File: src/rtl/atten_prog_pkg.sv
package atten_prog_pkg;
  typedef enum logic [2:0] {
    ST_IDLE,
    ST_LOW,
    ST_HIGH,
    ST_SETUP,
    ST_LATCH
  } seq_state_e;
endpackage

File: src/rtl/atten_frame_build.sv
module atten_frame_build #(
  parameter int IN_W   = 8,
  parameter int WORD_W = 8,
  parameter int ADDR_W = 3,
  localparam int FRAME_W  = 2 * WORD_W,
  localparam int MAX_CODE = (1 << (WORD_W - 1)) - 1
) (
  input  logic [IN_W-1:0]    atten_qdb_i,
  input  logic [ADDR_W-1:0]  addr_i,
  output logic [FRAME_W-1:0] frame_o,
  output logic               clamp_o
);
  logic [WORD_W-2:0] code;

  always_comb begin
    clamp_o = (32'(atten_qdb_i) > MAX_CODE);
    code    = clamp_o ? (WORD_W-1)'(MAX_CODE) : atten_qdb_i[WORD_W-2:0];
    // top bit of each word is driven low
    frame_o = {{(WORD_W-ADDR_W){1'b0}}, addr_i, 1'b0, code};
  end
endmodule

File: src/rtl/atten_phase_timer.sv
module atten_phase_timer #(
  parameter int CNT_W = 4
) (
  input  logic             clk_i,
  input  logic             rst_ni,
  input  logic             load_i,
  input  logic [CNT_W-1:0] len_i,
  output logic             expire_o
);
  logic [CNT_W-1:0] cnt_q;

  always_ff @(posedge clk_i or negedge rst_ni) begin
    if (!rst_ni)              cnt_q <= '0;
    else if (load_i)          cnt_q <= len_i - CNT_W'(1);
    else if (cnt_q != '0)     cnt_q <= cnt_q - CNT_W'(1);
  end

  assign expire_o = (cnt_q == '0);

  AST_LOAD_NONZERO: assert property (@(posedge clk_i) disable iff (!rst_ni)
    load_i |-> (len_i != '0));
endmodule

File: src/rtl/atten_shifter.sv
module atten_shifter #(
  parameter int FRAME_W = 16,
  localparam int BCNT_W = $clog2(FRAME_W)
) (
  input  logic               clk_i,
  input  logic               rst_ni,
  input  logic               load_i,
  input  logic               shift_i,
  input  logic [FRAME_W-1:0] frame_i,
  output logic               data_o,
  output logic               last_o
);
  logic [FRAME_W-1:0] sh_q;
  logic [BCNT_W-1:0]  bcnt_q;

  always_ff @(posedge clk_i or negedge rst_ni) begin
    if (!rst_ni) begin
      sh_q   <= '0;
      bcnt_q <= '0;
    end else if (load_i) begin
      sh_q   <= frame_i;
      bcnt_q <= '0;
    end else if (shift_i) begin
      sh_q   <= sh_q >> 1;
      bcnt_q <= bcnt_q + BCNT_W'(1);
    end
  end

  assign data_o = sh_q[0];
  assign last_o = (bcnt_q == BCNT_W'(FRAME_W - 1));

  AST_LOAD_SHIFT_EXCL: assert property (@(posedge clk_i) disable iff (!rst_ni)
    !(load_i && shift_i));
endmodule

File: src/rtl/atten_frame_prog.sv
module atten_frame_prog
  import atten_prog_pkg::*;
#(
  parameter int IN_W         = 8,
  parameter int ADDR_W       = 3,
  parameter int WORD_W       = 8,
  parameter int CLK_LO_CYC   = 7,
  parameter int CLK_HI_CYC   = 6,
  parameter int LE_SETUP_CYC = 2,
  parameter int LE_PULSE_CYC = 4
) (
  input  logic              clk_i,
  input  logic              rst_ni,
  input  logic              start_i,
  input  logic [IN_W-1:0]   atten_qdb_i,
  input  logic [ADDR_W-1:0] addr_i,
  output logic              busy_o,
  output logic              done_o,
  output logic              clamp_o,
  output logic              ser_clk_o,
  output logic              ser_data_o,
  output logic              latch_o
);
  localparam int FRAME_W = 2 * WORD_W;
  localparam int MAX_A   = (CLK_LO_CYC > CLK_HI_CYC) ? CLK_LO_CYC : CLK_HI_CYC;
  localparam int MAX_B   = (LE_SETUP_CYC > LE_PULSE_CYC) ? LE_SETUP_CYC : LE_PULSE_CYC;
  localparam int MAX_CYC = (MAX_A > MAX_B) ? MAX_A : MAX_B;
  localparam int CNT_W   = $clog2(MAX_CYC + 1);

  seq_state_e         state_q, state_d;
  logic [FRAME_W-1:0] frame;
  logic               clamp_now;
  logic               t_load, t_exp;
  logic [CNT_W-1:0]   t_len;
  logic               sh_load, sh_shift, sh_last;
  logic               sclk_q, latch_q, done_q, clamp_q;

  atten_frame_build #(.IN_W(IN_W), .WORD_W(WORD_W), .ADDR_W(ADDR_W)) u_build (
    .atten_qdb_i (atten_qdb_i),
    .addr_i      (addr_i),
    .frame_o     (frame),
    .clamp_o     (clamp_now)
  );

  atten_phase_timer #(.CNT_W(CNT_W)) u_timer (
    .clk_i    (clk_i),
    .rst_ni   (rst_ni),
    .load_i   (t_load),
    .len_i    (t_len),
    .expire_o (t_exp)
  );

  atten_shifter #(.FRAME_W(FRAME_W)) u_shift (
    .clk_i   (clk_i),
    .rst_ni  (rst_ni),
    .load_i  (sh_load),
    .shift_i (sh_shift),
    .frame_i (frame),
    .data_o  (ser_data_o),
    .last_o  (sh_last)
  );

  always_comb begin
    state_d  = state_q;
    t_load   = 1'b0;
    t_len    = CNT_W'(CLK_LO_CYC);
    sh_load  = 1'b0;
    sh_shift = 1'b0;
    unique case (state_q)
      ST_IDLE: if (start_i) begin
        state_d = ST_LOW;
        t_load  = 1'b1;
        sh_load = 1'b1;
      end
      ST_LOW: if (t_exp) begin
        state_d = ST_HIGH;
        t_load  = 1'b1;
        t_len   = CNT_W'(CLK_HI_CYC);
      end
      ST_HIGH: if (t_exp) begin
        // data moves on the falling serial edge
        sh_shift = 1'b1;
        t_load   = 1'b1;
        if (sh_last) begin
          state_d = ST_SETUP;
          t_len   = CNT_W'(LE_SETUP_CYC);
        end else begin
          state_d = ST_LOW;
        end
      end
      ST_SETUP: if (t_exp) begin
        state_d = ST_LATCH;
        t_load  = 1'b1;
        t_len   = CNT_W'(LE_PULSE_CYC);
      end
      ST_LATCH: if (t_exp) state_d = ST_IDLE;
      default: state_d = ST_IDLE;
    endcase
  end

  always_ff @(posedge clk_i or negedge rst_ni) begin
    if (!rst_ni) begin
      state_q <= ST_IDLE;
      sclk_q  <= 1'b0;
      latch_q <= 1'b0;
      done_q  <= 1'b0;
      clamp_q <= 1'b0;
    end else begin
      state_q <= state_d;
      sclk_q  <= (state_d == ST_HIGH);
      latch_q <= (state_d == ST_LATCH);
      done_q  <= (state_q == ST_LATCH) && (state_d == ST_IDLE);
      if (sh_load) clamp_q <= clamp_now;
    end
  end

  assign busy_o    = (state_q != ST_IDLE);
  assign done_o    = done_q;
  assign clamp_o   = clamp_q;
  assign ser_clk_o = sclk_q;
  assign latch_o   = latch_q;

  AST_LATCH_CLK_LOW: assert property (@(posedge clk_i) disable iff (!rst_ni)
    latch_o |-> !ser_clk_o);
  AST_SI_HOLD_HIGH: assert property (@(posedge clk_i) disable iff (!rst_ni)
    (ser_clk_o && $past(ser_clk_o)) |-> $stable(ser_data_o));
  AST_SI_SETUP_RISE: assert property (@(posedge clk_i) disable iff (!rst_ni)
    $rose(ser_clk_o) |-> $stable(ser_data_o));
  AST_DONE_AFTER_LATCH: assert property (@(posedge clk_i) disable iff (!rst_ni)
    done_o |-> (!latch_o && $past(latch_o) && !busy_o));
  AST_IGNORE_BUSY: assert property (@(posedge clk_i) disable iff (!rst_ni)
    (busy_o && start_i) |=> $stable(clamp_o));
  AST_CLK_ONLY_BUSY: assert property (@(posedge clk_i) disable iff (!rst_ni)
    (ser_clk_o || latch_o) |-> busy_o);
endmodule

File: config.mk
export PLATFORM = sky130hd
export DESIGN_NAME = atten_frame_prog
export DESIGN_NICKNAME = d
export VERILOG_FILES = /design/src/rtl/atten_prog_pkg.sv /design/src/rtl/atten_frame_build.sv /design/src/rtl/atten_phase_timer.sv /design/src/rtl/atten_shifter.sv /design/src/rtl/atten_frame_prog.sv
export SDC_FILE = /design/constraint.sdc
export NUM_CORES = 1
export LEC_CHECK = 0
export BUFFER_PORTS_ARGS = -buffer_cell sky130_fd_sc_hd__buf_2
export CORE_AREA = 2 2 58 60
export CTS_CLUSTER_DIAMETER = 30
export DETAILED_ROUTE_END_ITERATION = 12
export DIE_AREA = 0 0 60 62
export GPL_TIMING_DRIVEN = 0
export PLACE_DENSITY = 0.67
export REMOVE_ABC_BUFFERS = 1
export SLEW_MARGIN = 15
export SYNTH_ARGS = -nofsm -noshare
export SYNTH_HDL_FRONTEND = slang
export SYNTH_SLANG_ARGS = --single-unit
export TNS_END_PERCENT = 20
File: constraint.sdc
create_clock -name clk_i -period 2.1 [get_ports clk_i]
set_input_delay 0.21 -clock clk_i [delete_from_list [all_inputs] [get_ports clk_i]]
set_output_delay 0.21 -clock clk_i [all_outputs]
set_load 0.03 [all_outputs]
==> results of run 1 <==
## worst min path at each step
stage | startpoint | end | slack [ps] | cells past startpoint
2_1_floorplan | rst_ni | clamp_o | -90 | 0
3_3_place_gp | rst_ni | u_shift.sh_q[0] | 220 | 1
3_5_place_dp | rst_ni | u_shift.sh_q[0] | 230 | 1
4_1_cts | addr_i[1] | u_shift.sh_q[9] | 160 | 3
5_1_grt | atten_qdb_i[7] | clamp_o | 170 | 3
6_report | addr_i[1] | u_shift.sh_q[9] | 170 | 3
## layout by cell type, fill, tap and decap left out, drive strengths merged
cell type,netlist,routed
a211oi,2,2
nor2b,2,2
dfrtp,25,25
nor2,23,23
nand2b,4,4
a211o,1,1
o21ai,8,8
o211ai,1,1
o221a,1,1
a21oi,5,5
nand3,3,3
nor4,1,1
clkbuf,8,3
inv,1,1
or4b,2,2
dlygate4sd3,0,1
o31ai,6,6
or3,3,3
or4,1,1
nor3,9,9
a32o,1,1
nand2,20,20
buf,4,19
xor2,2,2
o22ai,2,2
o32ai,1,1
ha,2,2
o21bai,1,1
mux2i,4,4
clkinv,0,1
## power groups by stage
| stage | clock (mW) | combinational [mW] | sequential [mW] |
|---|---|---|---|
| after global routing | 0.238 | 0.931 | 0.874 |
| after global placement | 0 | 0.781 | 0.830 |
| after detailed placement | 0 | 0.809 | 0.833 |
| after CTS | 0.226 | 0.819 | 0.829 |
| after floorplan | 0 | 0.569 | 0.859 |
| final | 0.216 | 0.825 | 0.851 |
## what timing repair did
item                                    CTS  global route
endpoints found under the hold margin    25             0
hold buffers                              1             0
gates resized for setup                   1             4
endpoints found under the setup margin    2             9
## through the flow
stage / setup slack (ps) / TNS [ps] / util (%) / instance area [µm²]
after floorplan: 246 / 0 / - / 1260
after global placement: 3.65 / 0 / 44.5 / 1410
after detailed placement: -6.86 / -6.86 / 44.5 / 1410
after CTS: 35.3 / 0 / 45.8 / 1460
after global routing: 11.1 / 0 / 46.4 / 1470
final: 162 / 0 / 46.4 / 1470
## synthesized netlist by cell type
master	instances	area [µm²]
nor4_1	1	6.26
a32o_1	1	10.0
nand2_1	19	71.3
nand2_2	1	6.26
a211oi_1	2	15.0
clkbuf_1	8	30.0
o22ai_1	2	12.5
or4_1	1	7.51
buf_6	2	22.5
dfrtp_1	25	626
buf_2	2	10.0
nor3_2	1	10.0
o32ai_1	1	8.76
nor2b_1	2	12.5
nor2_1	23	86.3
o21ai_0	6	30.0
nand3_1	3	15.0
inv_1	1	3.75
o21bai_1	1	7.51
xor2_1	2	17.5
o211ai_2	1	12.5
a211o_1	1	8.76
a21oi_1	5	25.0
or3_1	3	18.8
mux2i_1	4	40.0
o221a_2	1	11.3
nand2b_1	4	25.0
o21ai_1	2	10.0
o31ai_2	6	75.1
or4b_4	1	13.8
nor3_1	8	40.0
ha_1	2	25.0
or4b_1	1	10.0
## critical path: stages, from the launching register on
cell	delay, ps
dfrtp_1	490
or4b_4	570
a211o_2	510
o31ai_2	290
## registers in the layout (all words and copies together), names as in the netlist
register and flops:
clamp_o 1, done_o 1, latch_o 1, ser_clk_o 1, state_q 3, u_shift.bcnt_q 4, u_shift.sh_q 11, u_timer.cnt_q 3
## logic make-up (layout without fill, tap and decap cells)
| kind of cell | after synthesis | in the layout | share of synthesized area [%] |
|---|---|---|---|
| multiplexers | 4 | 4 | 3.02 |
| adder cells (fa/ha/maj) | 2 | 2 | 1.89 |
| XOR/XNOR | 2 | 2 | 1.32 |
| buffers and inverters | 13 | 25 | 5.01 |
| AO/OA/AOI/OAI | 29 | 29 | 17.1 |
| flip-flops | 25 | 25 | 47.3 |
| AND/OR/NAND/NOR | 68 | 68 | 24.4 |
## routing by layer
layer | track usage, % | part of all wire (%)
met1 | 17.4 | 46
met3 | 4.14 | 3.9
met5 | 0 | 0
met4 | 3.81 | 0
met2 | 26.9 | 51
## area by class of cell
type / instances / area (µm²)
clock buffers: 3 / 22.5
clock inverters: 1 / 5.00
fillers: 307 / 1710
inverters: 1 / 3.75
multi-input cells: 105 / 654
flip-flops and latches: 25 / 626
well taps: 46 / 57.6
repair buffers: 20 / 105
==> summary.txt, run 1 <==
Outcome
  – Status: finished, final reports clean

STA
  – Actual slew at the worst max-slew pin: 577 ps
  – Final slew viol count: 0
  – # setup viols final: 0
  – Max_slew headroom: 61.5%
  – Achievable frequency: 0.516 GHz
  – Hold_ws: 170 ps
  – Endpoints failing hold: 0
  – RSZ-0062 raised after global routing: false
  – Final Cycle Share: 92.3%
  – Setup Skew: 5.23 ps
  – Tmin final: 1940 ps

Synth
  – Synth unique cells: 33
  – Post-Syn Instances: 143
  – Synth warnings: 0
  – Register area share after synthesis: 47.3%
  – Post-Syn Area: 0.00132 mm²
  – FF+latch count, synth: 25
  – Mean Syn Cell Area: 9.26 µm²

Setup path
  – R2R depth: 3
  – CP required: 2340 ps
  – CP Launch Type: flip-flop
  – R2R Setup Slk: 160 ps
  – CP arrival: 2170 ps
  – Worst Path Max Fanout: 18
  – Critical path class: reg2reg
  – Element type at the critical path end: flip-flop
  – Worst setup startpoint: u_timer.cnt_q[0]
  – R2R Path Start: u_timer.cnt_q[0]
  – Critical path destination: u_shift.sh_q[6]
  – Worst r2r dst: u_shift.sh_q[6]

Floorplan
  – Die W: 60 µm
  – Core box area: 0.00318 mm²
  – Die area: 0.00372 mm²
  – Rows: 21
  – IO Count: 20
  – Die Height: 62 µm
  – Starting density of the core: 41.6%

Clock network
  – Clock root buffer: clkbuf_4
  – Clock latency on the worst-skew pair: 320 ps
  – Clock Path Buffers: 2
  – Clock slew at reported path FFs: 140 ps
  – Post-CTS setup buffers: 0
  – CTS Sinks: 25
  – TritonCTS buffer count: 3
  – CTS tree: yes
  – H-tree Lvls: 1

Place
  – Port bufs: 19
  – Final HPWL DP: 1830 µm
  – Routability cong.: 0.930
  – Placed Instances: 196

Drt
  – Initial DRC Count: 44
  – Via/cell ratio: 5.22
  – Routed wire length per instance: 13.2 µm
  – Post-Route WL: 2650 µm
  – Pre-Repair DR Iteration Count: 4
  – # DRC: 0
  – Vias: 1,050
  – Number of routed nets with antenna violations: 0

Pwr
  – Logic pwr share: 43.6%
  – Sw Share: 43.9%
  – Sequential share of power: 45.0%
  – Cell internal pwr: 1.06 mW
  – Power per cell area: 1280 mW/mm²
  – Clock share of power: 11.4%
  – Leakage: 0.673 nW
  – Net Sw Power: 830 µW
  – Maximum VDD drop: 0.861 mV
  – Total power: 1.89 mW

Final layout
  – Layout cell share with drive strength beyond 1: 23.9%
  – Non-Filler Instances: 201
  – Area grow syn2layout: 11.3%
  – Antenna cells: 0
  – Nets: 172

Hold path
  – HP Class: in2reg

Global route
  – Vias in the first global route: 989
  – Initial antenna violation count: 0
  – First-pass GRT wire length: 4210 µm
  – Largest net degree at the start of global routing: 26
  – Global-route usage over all layers: 14.8%
  – GRT overflow: 0

Flow run
  – Maxcap violations: 0
Note: power is estimated with default switching activity, not from simulation.
==> run 2, diff against run 1 <==
--- a/config.mk
+++ b/config.mk
@@ -8,8 +8,9 @@
 export BUFFER_PORTS_ARGS = -buffer_cell sky130_fd_sc_hd__buf_2
-export CORE_AREA = 2 2 58 60
+export CAP_MARGIN = 20
+export CORE_AREA = 2 2 70 72
 export CTS_CLUSTER_DIAMETER = 30
 export DETAILED_ROUTE_END_ITERATION = 12
-export DIE_AREA = 0 0 60 62
+export DIE_AREA = 0 0 72 74
 export GPL_TIMING_DRIVEN = 0
-export PLACE_DENSITY = 0.67
+export PLACE_DENSITY = 0.5
 export REMOVE_ABC_BUFFERS = 1
==> constraint.sdc (replaced) <==
create_clock -name clk_i -period 2.1 [get_ports clk_i]
set_input_delay 0.525 -clock clk_i [delete_from_list [all_inputs] [get_ports clk_i]]
set_output_delay 0.525 -clock clk_i [all_outputs]
set_load 0.03 [all_outputs]
==> run 2 against run 1 <==
  * Combinational power down 1%
  * Die area up 43%
  * Maximum frequency down 2.6%
  * Largest power group unchanged
  * Register-to-register slack about the same
  * Clock power up 38%
  * Total power up 3.7%
  * Design area up 1.0%
  * Final cell count up 3.5%
  * Critical path type is now reg2out
  * Count of clock-buffer cells in the layout unchanged
  * Non-clock buffer count down 1
==> summary.txt, run 2 (same netlist as run 1, synthesis figures left out) <==
Outcome
  – Status: finished, final reports clean

Final layout
  – Nets: 171 (-0.58%)
  – Commonest non-fill, non-tap cell in the layout: dfrtp_1
  – Most frequent cells in the layout: dfrtp_1 (25), nor2_1 (23), nand2_1 (19), buf_2 (19), nor3_1 (7)
  – Number of flip-flops under the largest register name: 11 (unchanged)
  – Biggest regs: u_shift.sh_q: 11 flops, u_shift.bcnt_q: 4 flops
  – Final instance area: 0.00149 mm² (+1.0%)
  – Antenna cells: 0 (unchanged)
  – Layout cell share with drive strength beyond 1: 24.0% (+0.16 points)
  – Biggest register: u_shift.sh_q
  – Area grow syn2layout: 12.5%

Clock network
  – Post-CTS setup buffers: 0 (unchanged)
  – Hold-fix buffers, CTS: 0 (-1)
  – CTS tree: yes
  – Clock slew at reported path FFs: 100 ps (-40 ps)
  – CTS Sinks: 25 (unchanged)
  – Clock root buffer: clkbuf_8
  – Clock Path Buffers: 2 (unchanged)
  – TritonCTS buffer count: 3 (unchanged)
  – H-tree Lvls: 1 (unchanged)
  – Clock latency on the worst-skew pair: 270 ps (-50 ps)

Setup path
  – CP peak stage delay: 580 ps (about the same)
  – CP arrival: 1460 ps (-710 ps)
  – CP required: 1570 ps (-770 ps)
  – Cell family with most CP delay: flip-flops
  – CP Launch Type: flip-flop
  – Worst Path Max Fanout: 18 (unchanged)
  – Critical path class: reg2out
  – R2R Setup Slk: 150 ps (about the same)
  – CP Cell Sequence: or3_1 > buf_2
  – Bufs and invs on worst path: 1 (+1)
  – Slowest-stage cell, CP: dfrtp_1
  – Element type at the critical path end: output port

Drt
  – # DRC: 0 (unchanged)
  – Initial DRC Count: 30 (-32%)
  – Post-Route WL: 2730 µm (+3.3%)
  – Via/cell ratio: 5.07 (-2.9%)
  – Number of routed nets with antenna violations: 0 (unchanged)
  – Pre-Repair DR Iteration Count: 4 (unchanged)
  – Routed wire length per instance: 13.1 µm (-0.19%)
  – Vias: 1,055 (+0.48%)

STA
  – Actual slew at the worst max-slew pin: 885 ps (+308 ps)
  – Tmin final: 1990 ps (+51.3 ps)
  – Setup Skew: 6.49 ps (+1.26 ps)
  – Final slew viol count: 0 (unchanged)
  – Achievable frequency: 0.503 GHz (-2.6%)
  – Endpoints failing hold: 0 (unchanged)
  – RSZ-0062 raised after global routing: false
  – Hold_ws: 232 ps (+62.4 ps)
  – Final Cycle Share: 94.7% (+2.4 points)
  – Max_slew headroom: 40.7% (-21 points)
  – # setup viols final: 0 (unchanged)

Floorplan
  – Core box area: 0.00460 mm² (+45%)
  – Rows: 25 (+19%)
  – Starting density of the core: 28.8% (-13 points)
  – Die W: 72 µm (+20%)
  – IO Count: 20 (unchanged)
  – Die area: 0.00533 mm² (+43%)
  – Die Height: 74 µm (+19%)

Flow run
  – Maxcap violations: 0 (unchanged)

Pwr
  – Leakage: 0.674 nW (about the same)
  – Maximum VDD drop: 0.764 mV (-11%)
  – Power per cell area: 1320 mW/mm² (+2.6%)

Place
  – Routability cong.: 0.759 (-18%)
  – Placed cell areas: 0.00142 mm² (+0.71%)
  – Final HPWL DP: 1900 µm (+3.4%)
  – Port bufs: 19 (unchanged)

Global route
  – Global-route usage over all layers: 10.8% (-4.0 points)
  – First-pass GRT wire length: 4660 µm (+11%)
  – Initial antenna violation count: 0 (unchanged)
  – Largest net degree at the start of global routing: 26 (unchanged)
  – Vias in the first global route: 1,044 (+5.6%)
  – GRT overflow: 0 (unchanged)

Hold path
  – HP Class: in2async
run 2: worst paths after layout:
kind | from | end | cells after the start
max | state_q[2] | busy_o | 2
min | rst_ni | u_shift.sh_q[0] | 1
max reg2reg | state_q[1] | u_shift.sh_q[1] | 3
min in group clk_i | clamp_o | clamp_o | 2
min reg2reg | clamp_o | clamp_o | 2
max in group asynchronous | rst_ni | u_timer.cnt_q[0] | 1
run 2: report_power, final:
group / switching, mW / internal, mW
logic: 0.485 / 0.328
registers: 0.194 / 0.657
clock network: 0.163 / 0.135
total: 0.842 / 1.12
run 2: stage by stage:
stage	util (%)	worst slack, ps	instances	power, mW	TNS, ps
2_1_floorplan	-	246	131	1.43	0
3_3_place_gp	31.0	-50.4	204	1.63	-50.4
3_5_place_dp	31.0	-110	204	1.65	-110
4_1_cts	32.1	30.4	208	1.96	0
5_1_grt	32.4	30.1	208	2.11	0
6_report	32.4	111	208	1.96	0
run 2: area by class of cell:
type	count	area, µm²
Multi-Input combinational cell	105	648
Inverter	1	3.75
Clock inverter	1	7.51
Tap cell	54	67.6
Fill cell	480	3110
Timing Repair Buffer	19	95.1
Clock buffer	3	41.3
Sequential cell	25	626
run 2: per-layer routing:
layer	share of wire (%)	vias to the layer above	track usage [%]
li1	-	519	-
met1	48	516	13.8
met2	47	18	19.2
met3	3.8	2	2.85
met4	0.29	0	1.26
met5	0	-	0
run 2: repair_timing:
item,4_1_cts,5_1_grt
resized for setup,1,3
setup endpoints to repair,1,8
endpoints found under the hold margin,0,0
==> run 3, diff against run 2 <==
ABC_AREA = 1   (was unset)
GPL_TIMING_DRIVEN = unset   (was 0)
==> run 3 against run 2 <==
  * Worst hold slack improved by 3.7 ps
  * Area after synthesis decreased by 0.85%
  * Critical path depth is 1 higher
  * Via count down 2.6%
  * Sequential share of layout area rose by 0.39 points
  * Clock power is 2% lower
  * Maximum frequency grew 16%
  * Highest routed layer unchanged
  * Sequential power is 43% lower
==> summary.txt, run 3 <==
Outcome
  – Status: finished, final reports clean

Clock network
  – Clock Path Buffers: 2 (unchanged)
  – H-tree Lvls: 1 (unchanged)
  – Clock slew at reported path FFs: 90 ps (about the same)
  – Post-CTS setup buffers: 0 (unchanged)
  – Clock root buffer: clkbuf_8
  – Clock latency on the worst-skew pair: 270 ps (about the same)
  – CTS tree: yes
  – Post-CTS Resized: 0 (-1)
  – Hold-fix buffers, CTS: 0 (unchanged)
  – TritonCTS buffer count: 3 (unchanged)
  – CTS Sinks: 25 (unchanged)

Synth
  – Synthesized-area fraction occupied by and/or/nand/nor cells: 27.6% (+3.2 points)
  – Compound-Gate Fraction of Synth Area: 14.0% (-3.1 points)
  – Synth top cells by count: dfrtp_1 (25), nand2_1 (23), nand3_1 (15)
  – Synth unique cells: 28 (-15%)
  – Largest family of logic cells by synthesized area: simple AND/OR/NAND/NOR gates
  – FF+latch count, synth: 25 (unchanged)
  – XOR/XNOR Fraction of Synth Area: 0% (-1.3 points)
  – Ys flop type: dfrtp_1
  – Top-count cell post-synth: dfrtp_1
  – Synth warnings: 0 (unchanged)
  – Synth area leaders: dfrtp_1 (48%), nand2_1 (6.6%), nand3_1 (5.7%), a21oi_1 (4.2%), o21ai_0 (3.8%)
  – Post-Syn Instances: 148 (+3.5%)
  – Synth Area in Adders: 1.91% (+0.016 points)
  – Multiplexer area fraction after synthesis: 0% (-3.0 points)
  – Post-synth EDFFs: 0 (unchanged)
  – Register area share after synthesis: 47.7% (+0.41 points)
  – Synth area leader: dfrtp_1
  – Mean Syn Cell Area: 8.87 µm² (-4.2%)
  – Post-Syn Area: 0.00131 mm² (-0.85%)
  – Async set-reset flop share out of synthesis: 100% (unchanged)
  – Post-synth top area share: 47.7% (+0.41 points)

Final layout
  – Biggest regs: u_shift.sh_q: 11 flops, u_shift.bcnt_q: 4 flops
  – Fill count: 478 (-0.42%)
  – Non-Filler Instances: 220 (+5.8%)
  – Layout cell share with drive strength beyond 1: 25.9% (+1.9 points)
  – Area grow syn2layout: 12.4% (about the same)
  – Biggest register: u_shift.sh_q
  – Most frequent cells in the layout: dfrtp_1 (25), nand2_1 (23), buf_2 (19)
  – Antenna cells: 0 (unchanged)
  – Final core utilization: 32.1% (-0.30 points)
  – Final instance area: 0.00148 mm² (-0.92%)
  – Nets: 183 (+7.0%)
  – Commonest non-fill, non-tap cell in the layout: dfrtp_1
  – Number of flip-flops under the largest register name: 11 (unchanged)

Place
  – Final HPWL DP: 1850 µm (-2.5%)
  – Port bufs: 19 (unchanged)
  – Routability cong.: 0.735 (-3.2%)
  – Placed Instances: 216 (+5.9%)
  – Dpl ws: 492 ps (+603 ps)
  – Placed cell areas: 0.00143 mm² (+0.35%)

Floorplan
  – Die W: 72 µm (unchanged)
  – Rows: 25 (unchanged)
  – Core box area: 0.00460 mm² (unchanged)
  – Die Height: 74 µm (unchanged)
  – Starting density of the core: 28.5% (-0.24 points)
  – Die area: 0.00533 mm² (unchanged)
  – IO Count: 20 (unchanged)

Drt
  – Via/cell ratio: 4.67 (-7.9%)
  – # DRC: 0 (unchanged)
  – Routed wire length per instance: 11.9 µm (-9.8%)
  – Post-Route WL: 2610 µm (-4.6%)
  – Initial DRC Count: 33 (+10%)
  – Number of routed nets with antenna violations: 0 (unchanged)
  – Pre-Repair DR Iteration Count: 4 (unchanged)
  – Vias: 1,028 (-2.6%)

STA
  – Max_slew headroom: 62.6% (+22 points)
  – # setup viols final: 0 (unchanged)
  – Tmin final: 1710 ps (-281 ps)
  – Actual slew at the worst max-slew pin: 561 ps (-324 ps)
  – Endpoints failing hold: 0 (unchanged)
  – Setup Skew: 4.46 ps (-2.02 ps)
  – RSZ-0062 raised after global routing: false
  – Final slew viol count: 0 (unchanged)
  – Post-Route Setup TNS: 0 ps (unchanged)
  – Final Cycle Share: 81.4% (-13 points)
  – Achievable frequency: 0.585 GHz (+16%)
  – Setup ws final: 392 ps (+281 ps)

Global route
  – Largest net degree at the start of global routing: 26 (unchanged)
  – Global-route usage over all layers: 10.9% (+0.019 points)
  – Vias in the first global route: 1,011 (-3.2%)
  – Initial antenna violation count: 0 (unchanged)
  – GRT overflow: 0 (unchanged)
  – First-pass GRT wire length: 4530 µm (-3.0%)

Pwr
  – Power per cell area: 538 mW/mm² (-59%)
  – Maximum VDD drop: 0.300 mV (-61%)
  – Leakage: 0.722 nW (+7.2%)

Setup path
  – R2R Setup Slk: 480 ps (+330 ps)
  – Element type at the critical path end: output port
  – CP Launch Type: flip-flop
  – CP required: 1570 ps (about the same)
  – Critical path class: reg2out
  – R2R depth: 9 (+6)
  – Worst Path Max Fanout: 5 (-13)
  – CP arrival: 1180 ps (-280 ps)

Flow run
  – Maxcap violations: 0 (unchanged)

Hold path
  – HP Class: in2async
[run 3: changes by cell type after synthesis, sizes merged, moves of 5 or more]
cell,before,now
nor2,23,13
inv,1,16
o21ai,8,17
clkbuf,8,1
a21oi,5,13
nand3,3,19
nand2,20,25
[run 3: cell type report]
class                   count  area (µm²)  area share (%)
clock buffers               3        41.3            2.80
clock inverters             1        5.00           0.339
inverters                  16        62.6            4.24
multi-input cells         101         571            38.7
flip-flops and latches     25         626            42.4
well taps                  54        67.6            4.58
repair buffers             20         103            6.96
[run 3: per-stage QoR]
step                power, mW  hold slack (ps)
CTS                     0.814              258
global placement        0.515              461
global route            0.838              279
detailed placement      0.515              468
floorplan               0.491              229
finish                  0.794              236
[run 3: path summary, 6_finish.rpt]
| kind | endpoint | start |
|---|---|---|
| max | busy_o | state_q[1] |
| min | latch_o | rst_ni |
| max reg2reg | u_timer.cnt_q[2] | state_q[1] |
| min reg2reg | clamp_o | clamp_o |
| max in group asynchronous | u_shift.bcnt_q[3] | rst_ni |
| min in group clk_i | u_shift.sh_q[10] | addr_i[2] |
[run 3: worst max-delay path, stage by stage (launching register included)]
cell and delay (ps):
dfrtp_1 480, nor2_4 180, nand2_1 70, buf_2 180
[run 3: logic make-up (layout without fill, tap and decap cells)]
group / Yosys count / after routing
AO/OA/AOI/OAI: 32 / 32
adder cells (fa/ha/maj): 2 / 2
buffers and inverters: 22 / 40
flip-flops: 25 / 25
AND/OR/NAND/NOR: 67 / 67
[run 3: report_power, final]
group          switching [mW]  internal (mW)  leakage (nW)
combinational          0.0146        0.00849         0.389
sequential                  0          0.481         0.308
clock                   0.157          0.133        0.0255
total                   0.172          0.622         0.722
[run 3: per-layer routing]
metal / routed length, µm / track usage [%]
met5: 0 / 0
met4: 18 / 3.14
met3: 123 / 2.98
met2: 1240 / 18.5
met1: 1220 / 13.6
